File: src/rtl/xport_pkg.sv
package xport_pkg;

    localparam int DW         = 8;
    localparam int STD_CNT    = 9;
    localparam int EXT_CNT    = 7;
    localparam int EXT_BASE   = STD_CNT;
    localparam int SLOT_CNT   = STD_CNT + EXT_CNT;
    localparam int GUARD_IDX  = EXT_BASE + EXT_CNT - 1;
    localparam int KEY_W      = 3;
    localparam int KEY_VAL    = 5;
    localparam int BANKB_BIT  = 3;

    typedef logic [DW-1:0] byte_t;

    typedef enum logic {
        PORT_INDEX = 1'b0,
        PORT_DATA  = 1'b1
    } port_e;

    typedef struct packed {
        logic  we;
        byte_t sel;
        byte_t val;
    } wr_req_t;

    function automatic logic key_opens(byte_t v);
        return v[KEY_W-1:0] == KEY_W'(KEY_VAL);
    endfunction

    function automatic logic in_range(byte_t s);
        return s < byte_t'(SLOT_CNT);
    endfunction

    function automatic logic is_guarded(byte_t s);
        return (s >= byte_t'(EXT_BASE)) && (s < byte_t'(GUARD_IDX));
    endfunction

endpackage

File: src/rtl/xport_index.sv
module xport_index
    import xport_pkg::*;
(
    input  logic  clk,
    input  logic  rst,
    input  logic  idx_we,
    input  byte_t idx_wd,
    output byte_t idx_q
);

    always_ff @(posedge clk) begin
        if (rst)
            idx_q <= '0;
        else if (idx_we)
            idx_q <= idx_wd;
    end

    p_index_echo_r2: assert property (@(posedge clk) disable iff (rst)
        idx_we |=> idx_q == $past(idx_wd));

endmodule

File: src/rtl/xport_route.sv
module xport_route
    import xport_pkg::*;
(
    input  logic        host_wr,
    input  logic        host_port,
    input  logic        host_wide,
    input  logic [15:0] host_wdata,
    input  byte_t       idx_q,
    output logic        idx_we,
    output byte_t       idx_wd,
    output wr_req_t     req
);

    port_e port;
    assign port = port_e'(host_port);

    always_comb begin
        idx_we  = host_wr && (port == PORT_INDEX);
        idx_wd  = host_wdata[DW-1:0];
        req.we  = 1'b0;
        req.sel = idx_q;
        req.val = host_wdata[DW-1:0];
        if (host_wr) begin
            if (port == PORT_DATA) begin
                req.we = 1'b1;
            end else if (host_wide) begin
                req.we  = 1'b1;
                req.sel = host_wdata[DW-1:0];
                req.val = host_wdata[2*DW-1:DW];
            end
        end
    end

endmodule

File: src/rtl/xport_regs.sv
module xport_regs
    import xport_pkg::*;
(
    input  logic    clk,
    input  logic    rst,
    input  wr_req_t req,
    input  byte_t   rd_sel,
    output byte_t   rd_val,
    output byte_t   bank_a,
    output byte_t   bank_b,
    output byte_t   ctrl
);

    byte_t std_q [STD_CNT];
    byte_t ext_q [EXT_CNT];
    logic  unlocked;

    assign unlocked = key_opens(ext_q[EXT_CNT-1]);

    for (genvar g = 0; g < STD_CNT; g++) begin : g_std
        always_ff @(posedge clk) begin
            if (rst)
                std_q[g] <= '0;
            else if (req.we && req.sel == byte_t'(g))
                std_q[g] <= req.val;
        end
    end

    for (genvar g = 0; g < EXT_CNT; g++) begin : g_ext
        localparam bit IS_GUARD = (g == EXT_CNT - 1);
        logic open;
        assign open = IS_GUARD ? 1'b1 : unlocked;
        always_ff @(posedge clk) begin
            if (rst)
                ext_q[g] <= '0;
            else if (req.we && open && req.sel == byte_t'(EXT_BASE + g))
                ext_q[g] <= req.val;
        end
    end

    always_comb begin
        rd_val = '0;
        for (int i = 0; i < STD_CNT; i++)
            if (rd_sel == byte_t'(i)) rd_val = std_q[i];
        for (int i = 0; i < EXT_CNT; i++)
            if (rd_sel == byte_t'(EXT_BASE + i)) rd_val = ext_q[i];
    end

    assign bank_a = ext_q[0];
    assign bank_b = ext_q[1];
    assign ctrl   = ext_q[2];

    // Flattened views used only by the properties below
    logic [(EXT_CNT-1)*DW-1:0] prot_flat;
    logic [SLOT_CNT*DW-1:0]    all_flat;
    always_comb begin
        for (int i = 0; i < EXT_CNT - 1; i++)
            prot_flat[i*DW +: DW] = ext_q[i];
        for (int i = 0; i < STD_CNT; i++)
            all_flat[i*DW +: DW] = std_q[i];
        for (int i = 0; i < EXT_CNT; i++)
            all_flat[(STD_CNT+i)*DW +: DW] = ext_q[i];
    end

    p_reset_clear_r1: assert property (@(posedge clk)
        rst |=> all_flat == '0);

    p_locked_hold_r4: assert property (@(posedge clk) disable iff (rst)
        (req.we && !unlocked && is_guarded(req.sel)) |=> $stable(prot_flat));

    p_guard_write_r5: assert property (@(posedge clk) disable iff (rst)
        (req.we && req.sel == byte_t'(GUARD_IDX)) |=> ext_q[EXT_CNT-1] == $past(req.val));

    p_open_write_r6: assert property (@(posedge clk) disable iff (rst)
        (req.we && unlocked && req.sel == byte_t'(EXT_BASE)) |=> bank_a == $past(req.val));

    p_no_slot_r9: assert property (@(posedge clk) disable iff (rst)
        (req.we && !in_range(req.sel)) |=> $stable(all_flat));

endmodule

File: src/rtl/xport_top.sv
module xport_top
    import xport_pkg::*;
(
    input  logic        clk,
    input  logic        rst,
    input  logic        host_wr,
    input  logic        host_port,
    input  logic        host_wide,
    input  logic [15:0] host_wdata,
    output logic [7:0]  host_rdata,
    output logic [7:0]  bank_a,
    output logic [7:0]  bank_b,
    output logic [7:0]  ctrl,
    output logic        bank_b_en
);

    byte_t   idx_q;
    byte_t   idx_wd;
    logic    idx_we;
    wr_req_t req;
    byte_t   rd_val;

    xport_route u_route (
        .host_wr    (host_wr),
        .host_port  (host_port),
        .host_wide  (host_wide),
        .host_wdata (host_wdata),
        .idx_q      (idx_q),
        .idx_we     (idx_we),
        .idx_wd     (idx_wd),
        .req        (req)
    );

    xport_index u_index (
        .clk    (clk),
        .rst    (rst),
        .idx_we (idx_we),
        .idx_wd (idx_wd),
        .idx_q  (idx_q)
    );

    xport_regs u_regs (
        .clk    (clk),
        .rst    (rst),
        .req    (req),
        .rd_sel (idx_q),
        .rd_val (rd_val),
        .bank_a (bank_a),
        .bank_b (bank_b),
        .ctrl   (ctrl)
    );

    assign host_rdata = (port_e'(host_port) == PORT_INDEX) ? idx_q : rd_val;
    assign bank_b_en  = ctrl[BANKB_BIT];

    p_wide_index_r10: assert property (@(posedge clk) disable iff (rst)
        (host_wr && !host_port && host_wide) |=> idx_q == $past(host_wdata[7:0]));

endmodule

File: config.mk
export PLATFORM = sky130hd
export DESIGN_NAME = xport_top
export DESIGN_NICKNAME = d
export VERILOG_FILES = /design/src/rtl/xport_pkg.sv /design/src/rtl/xport_index.sv /design/src/rtl/xport_route.sv /design/src/rtl/xport_regs.sv /design/src/rtl/xport_top.sv
export SDC_FILE = /design/constraint.sdc
export NUM_CORES = 1
export LEC_CHECK = 0
export BUFFER_PORTS_ARGS = -buffer_cell sky130_fd_sc_hd__buf_2
export CORE_AREA = 3 3 154 111
export CTS_CLUSTER_SIZE = 40
export DETAILED_ROUTE_END_ITERATION = 12
export DIE_AREA = 0 0 157 114
export PLACE_DENSITY = 0.71
export REMOVE_ABC_BUFFERS = 1
export SETUP_SLACK_MARGIN = 0.3
export SLEW_MARGIN = 5
export SYNTH_ARGS = -nofsm -noshare
export SYNTH_HDL_FRONTEND = slang
export SYNTH_SLANG_ARGS = --single-unit
File: constraint.sdc
create_clock -name clk -period 2.5 [get_ports clk]
set_input_delay 0.125 -clock clk [delete_from_list [all_inputs] [get_ports clk]]
set_output_delay 0.125 -clock clk [all_outputs]
set_load 0.02 [all_outputs]
==> flow_metrics.env <==
export IMPL_fillerInstances=1235
export IMPL_ys_types=58
export IMPL_clkLatencyLatePin_ns=0.42
export IMPL_rr_endpoint="u_regs.std_q[1][3]"
export IMPL_ys_seq_elements=136
export IMPL_total_power_mw=5.98
export IMPL_ys_flop_type="edfxtp_1"
export IMPL_whs_ns=0.0122
export IMPL_synth_top_area_frac=0.550
export IMPL_synth_most_common_cell="nor2_1"
export IMPL_num_vias=5863
export IMPL_synth_edf_count=128
export IMPL_row_count=38
export IMPL_design_core_area_sq_um=15500
export IMPL_cts_tree="built"
export IMPL_cts_max_level=4
export IMPL_fin_cells=952
export IMPL_synth_area_leaders="edfxtp_1 (55%), nor2_1 (7.7%), mux2i_1 (4.4%)"
export IMPL_first_iter_violations=813
export IMPL_io_pins=54
export IMPL_die_x_um=157
export IMPL_cp_slowest_stage_delay_ns=0.36
export IMPL_num_antenna_cells=0
export IMPL_synthCells=637
export IMPL_synth_top_cell_by_area="edfxtp_1"
export IMPL_gp_congestion=0.966
export IMPL_fin_util=0.589
export IMPL_drc=0
export IMPL_grtUsageTotal=0.262
export IMPL_placed_cells=880
export IMPL_hp_start="host_wdata[1]"
export IMPL_leakage_nw=3.53
export IMPL_path_class="flip-flop to primary output"
export IMPL_clkSinkCount=136
export IMPL_antenna_found_initial=0
export IMPL_start_util=0.450
export IMPL_root_buffer="clkbuf_16"
export IMPL_crit_fanout=5
export IMPL_met1_usage=0.363
export IMPL_regToRegStartpoint="u_index.idx_q[6]"
export IMPL_ant_nets=0
export IMPL_end_kind="primary output"
export IMPL_grt_pass1_wl_um=34600
export IMPL_grt_met3_usage=0.0698
export IMPL_use_met2=0.404
export IMPL_netlist_top_cells_count="nor2_1 (144), edfxtp_1 (128), nand2_1 (39)"
export IMPL_fin_skew_ns=0.00790
export IMPL_ir_worst_vdd_v=0.000426
export IMPL_min_period_ns=2.41
export IMPL_grt_pass1_vias=5763
export IMPL_drv_slew=0
export IMPL_synthArstFlopShare=0
export IMPL_drive_above_1_share=0.366
export IMPL_firstDrtPassIters=8
export IMPL_worstPathRequired_ns=2.38
export IMPL_ys_seq_area_frac=0.572
export IMPL_crit_slowest_cell="dfxtp_4"
export IMPL_netlist_area_sq_um=6990
export IMPL_fin_crit_sh=0.963
export IMPL_hold_end="u_index.idx_q[1]"
export IMPL_r2r_slack_ns=0.29
export IMPL_cp_start_kind="flip-flop"
export IMPL_avgSynthCellArea_sq_um=11.0
export IMPL_setup_violations=0
export IMPL_cts_buffers=17
export IMPL_maxCapViolCount=0
export IMPL_hpwl_um=15500
export IMPL_routed_wirelength_um=23700
export IMPL_synth_warnings=0
export IMPL_rr_worst_depth=9
export IMPL_worst_slew_pin_slew_ns=0.955
export IMPL_cts_path_max_buffers=2
export IMPL_areaGrowthSynthToFinish_pct=31.0
export IMPL_cts_clk_slew_worst_paths_ns=0.06
export IMPL_grt_overflow_total=0
export IMPL_post_drt_wl_per_cell_um=24.9
export IMPL_power_density_nw_per_um2=652
export IMPL_grt_max_degree=31
export IMPL_whs_path_depth=3
export IMPL_maxSlewHeadroom=0.345
export IMPL_grt_busiest_layer="met2"
export IMPL_rsz0062_at_grt="yes"
export IMPL_crit_chain="buf_8, buf_6, mux2_2, a221oi_2, o22ai_2, o2111ai_1, o211ai_1, buf_4"
export IMPL_port_buffers=53
export IMPL_fin_nets=760
export IMPL_worstHoldPathType="input pin to flip-flop"
export IMPL_fp_dieArea_sq_um=17900
export IMPL_die_y_um=114
export IMPL_outcome="complete, no violations"
export IMPL_arrival_ns=2.28
export IMPL_routed_via_density=6.16
export IMPL_fmax_mhz=416
export IMPL_hold_viol=0
[cells in the final DEF, fill, tap and decap left out, types with 5 or more instances in the layout]
| cell | n |
|---|---|
| buf_2 | 47 |
| o21ai_1 | 5 |
| nand4_1 | 6 |
| a21o_2 | 5 |
| buf_6 | 14 |
| nand2_1 | 34 |
| mux2_2 | 11 |
| buf_4 | 64 |
| dfxtp_4 | 5 |
| buf_12 | 14 |
| nor3_1 | 7 |
| nand2b_1 | 6 |
| a21oi_1 | 31 |
| edfxtp_1 | 128 |
| dlygate4sd3_1 | 7 |
| nand3_1 | 6 |
| a221oi_2 | 8 |
| nor2b_1 | 7 |
| clkbuf_16 | 17 |
| nand3b_1 | 8 |
| nor2_1 | 139 |
| a21oi_2 | 5 |
| o21ai_0 | 9 |
| a21o_1 | 10 |
| mux2i_1 | 30 |
[report_power, final]
part           switching [mW]  internal [mW]
clock                    1.02           1.47
sequential             0.0578           2.57
combinational           0.516          0.346
total                    1.59           4.39
[what timing repair did]
action                                  in CTS  in global routing
hold buffers                                 7                  0
resized for setup                          108                 40
hold endpoints to repair                     7                  0
setup buffers                               21                 12
pin swaps                                   26                 19
endpoints found under the setup margin      92                152
[flip-flops by register name, indices dropped and copies added, names as in the netlist]
register / cells
u_regs.ext_q: 56
u_regs.std_q: 72
u_index.idx_q: 8
[how the worst max path moves through the flow]
| stage | start | endpoint | slack, ns | cells past startpoint |
|---|---|---|---|---|
| after floorplan | u_index.idx_q[0] | host_rdata[0] | -0.42 | 5 |
| after global placement | u_index.idx_q[7] | host_rdata[4] | 0.22 | 7 |
| after detailed placement | u_index.idx_q[1] | host_rdata[4] | 0.20 | 6 |
| after CTS | u_index.idx_q[0] | host_rdata[6] | 0.12 | 8 |
| after global routing | u_index.idx_q[1] | host_rdata[3] | 0.02 | 8 |
| final | u_index.idx_q[1] | host_rdata[3] | 0.09 | 8 |
[worst max-delay path, delay by kind of cell (launching register included)]
| family | cells | cell delay [ns] |
|---|---|---|
| compound gates | 4 | 0.70 |
| buf+inv | 3 | 0.45 |
| flops | 1 | 0.36 |
| mux | 1 | 0.35 |
[layer usage]
metal / routed length [um] / vias to the layer above
met5: 0 / -
met2: 11100 / 346
met4: 640 / 0
li1: - / 2532
met3: 2450 / 57
met1: 9520 / 2928
[logic make-up after synthesis]
kind of cell           count (synthesis)  synth area share
AO/OA/AOI/OAI                        125             0.122
buffers and inverters                 69            0.0524
flip-flops                           136             0.572
multiplexers                          49            0.0798
AND/OR/NAND/NOR                      258             0.173
[area by class of cell]
type	count	area, sq um	share of cell area
well taps	200	250	0.0273
flip-flops and latches	136	4030	0.439
repair buffers	148	1250	0.137
inverters	4	18.8	0.00205
clock inverters	15	149	0.0163
multi-input cells	432	3040	0.332
clock buffers	17	425	0.0464
[per-stage QoR]
step           area (sq um)  worst slack (ns)  TNS (ns)
2_1_floorplan          6640            -0.417    -61.24
3_3_place_gp           7650             0.222         0
3_5_place_dp           7650             0.204         0
4_1_cts                8890             0.119         0
5_1_grt                9160            0.0200         0
6_report               9160            0.0934         0
Power figures use the tool's default switching activity.
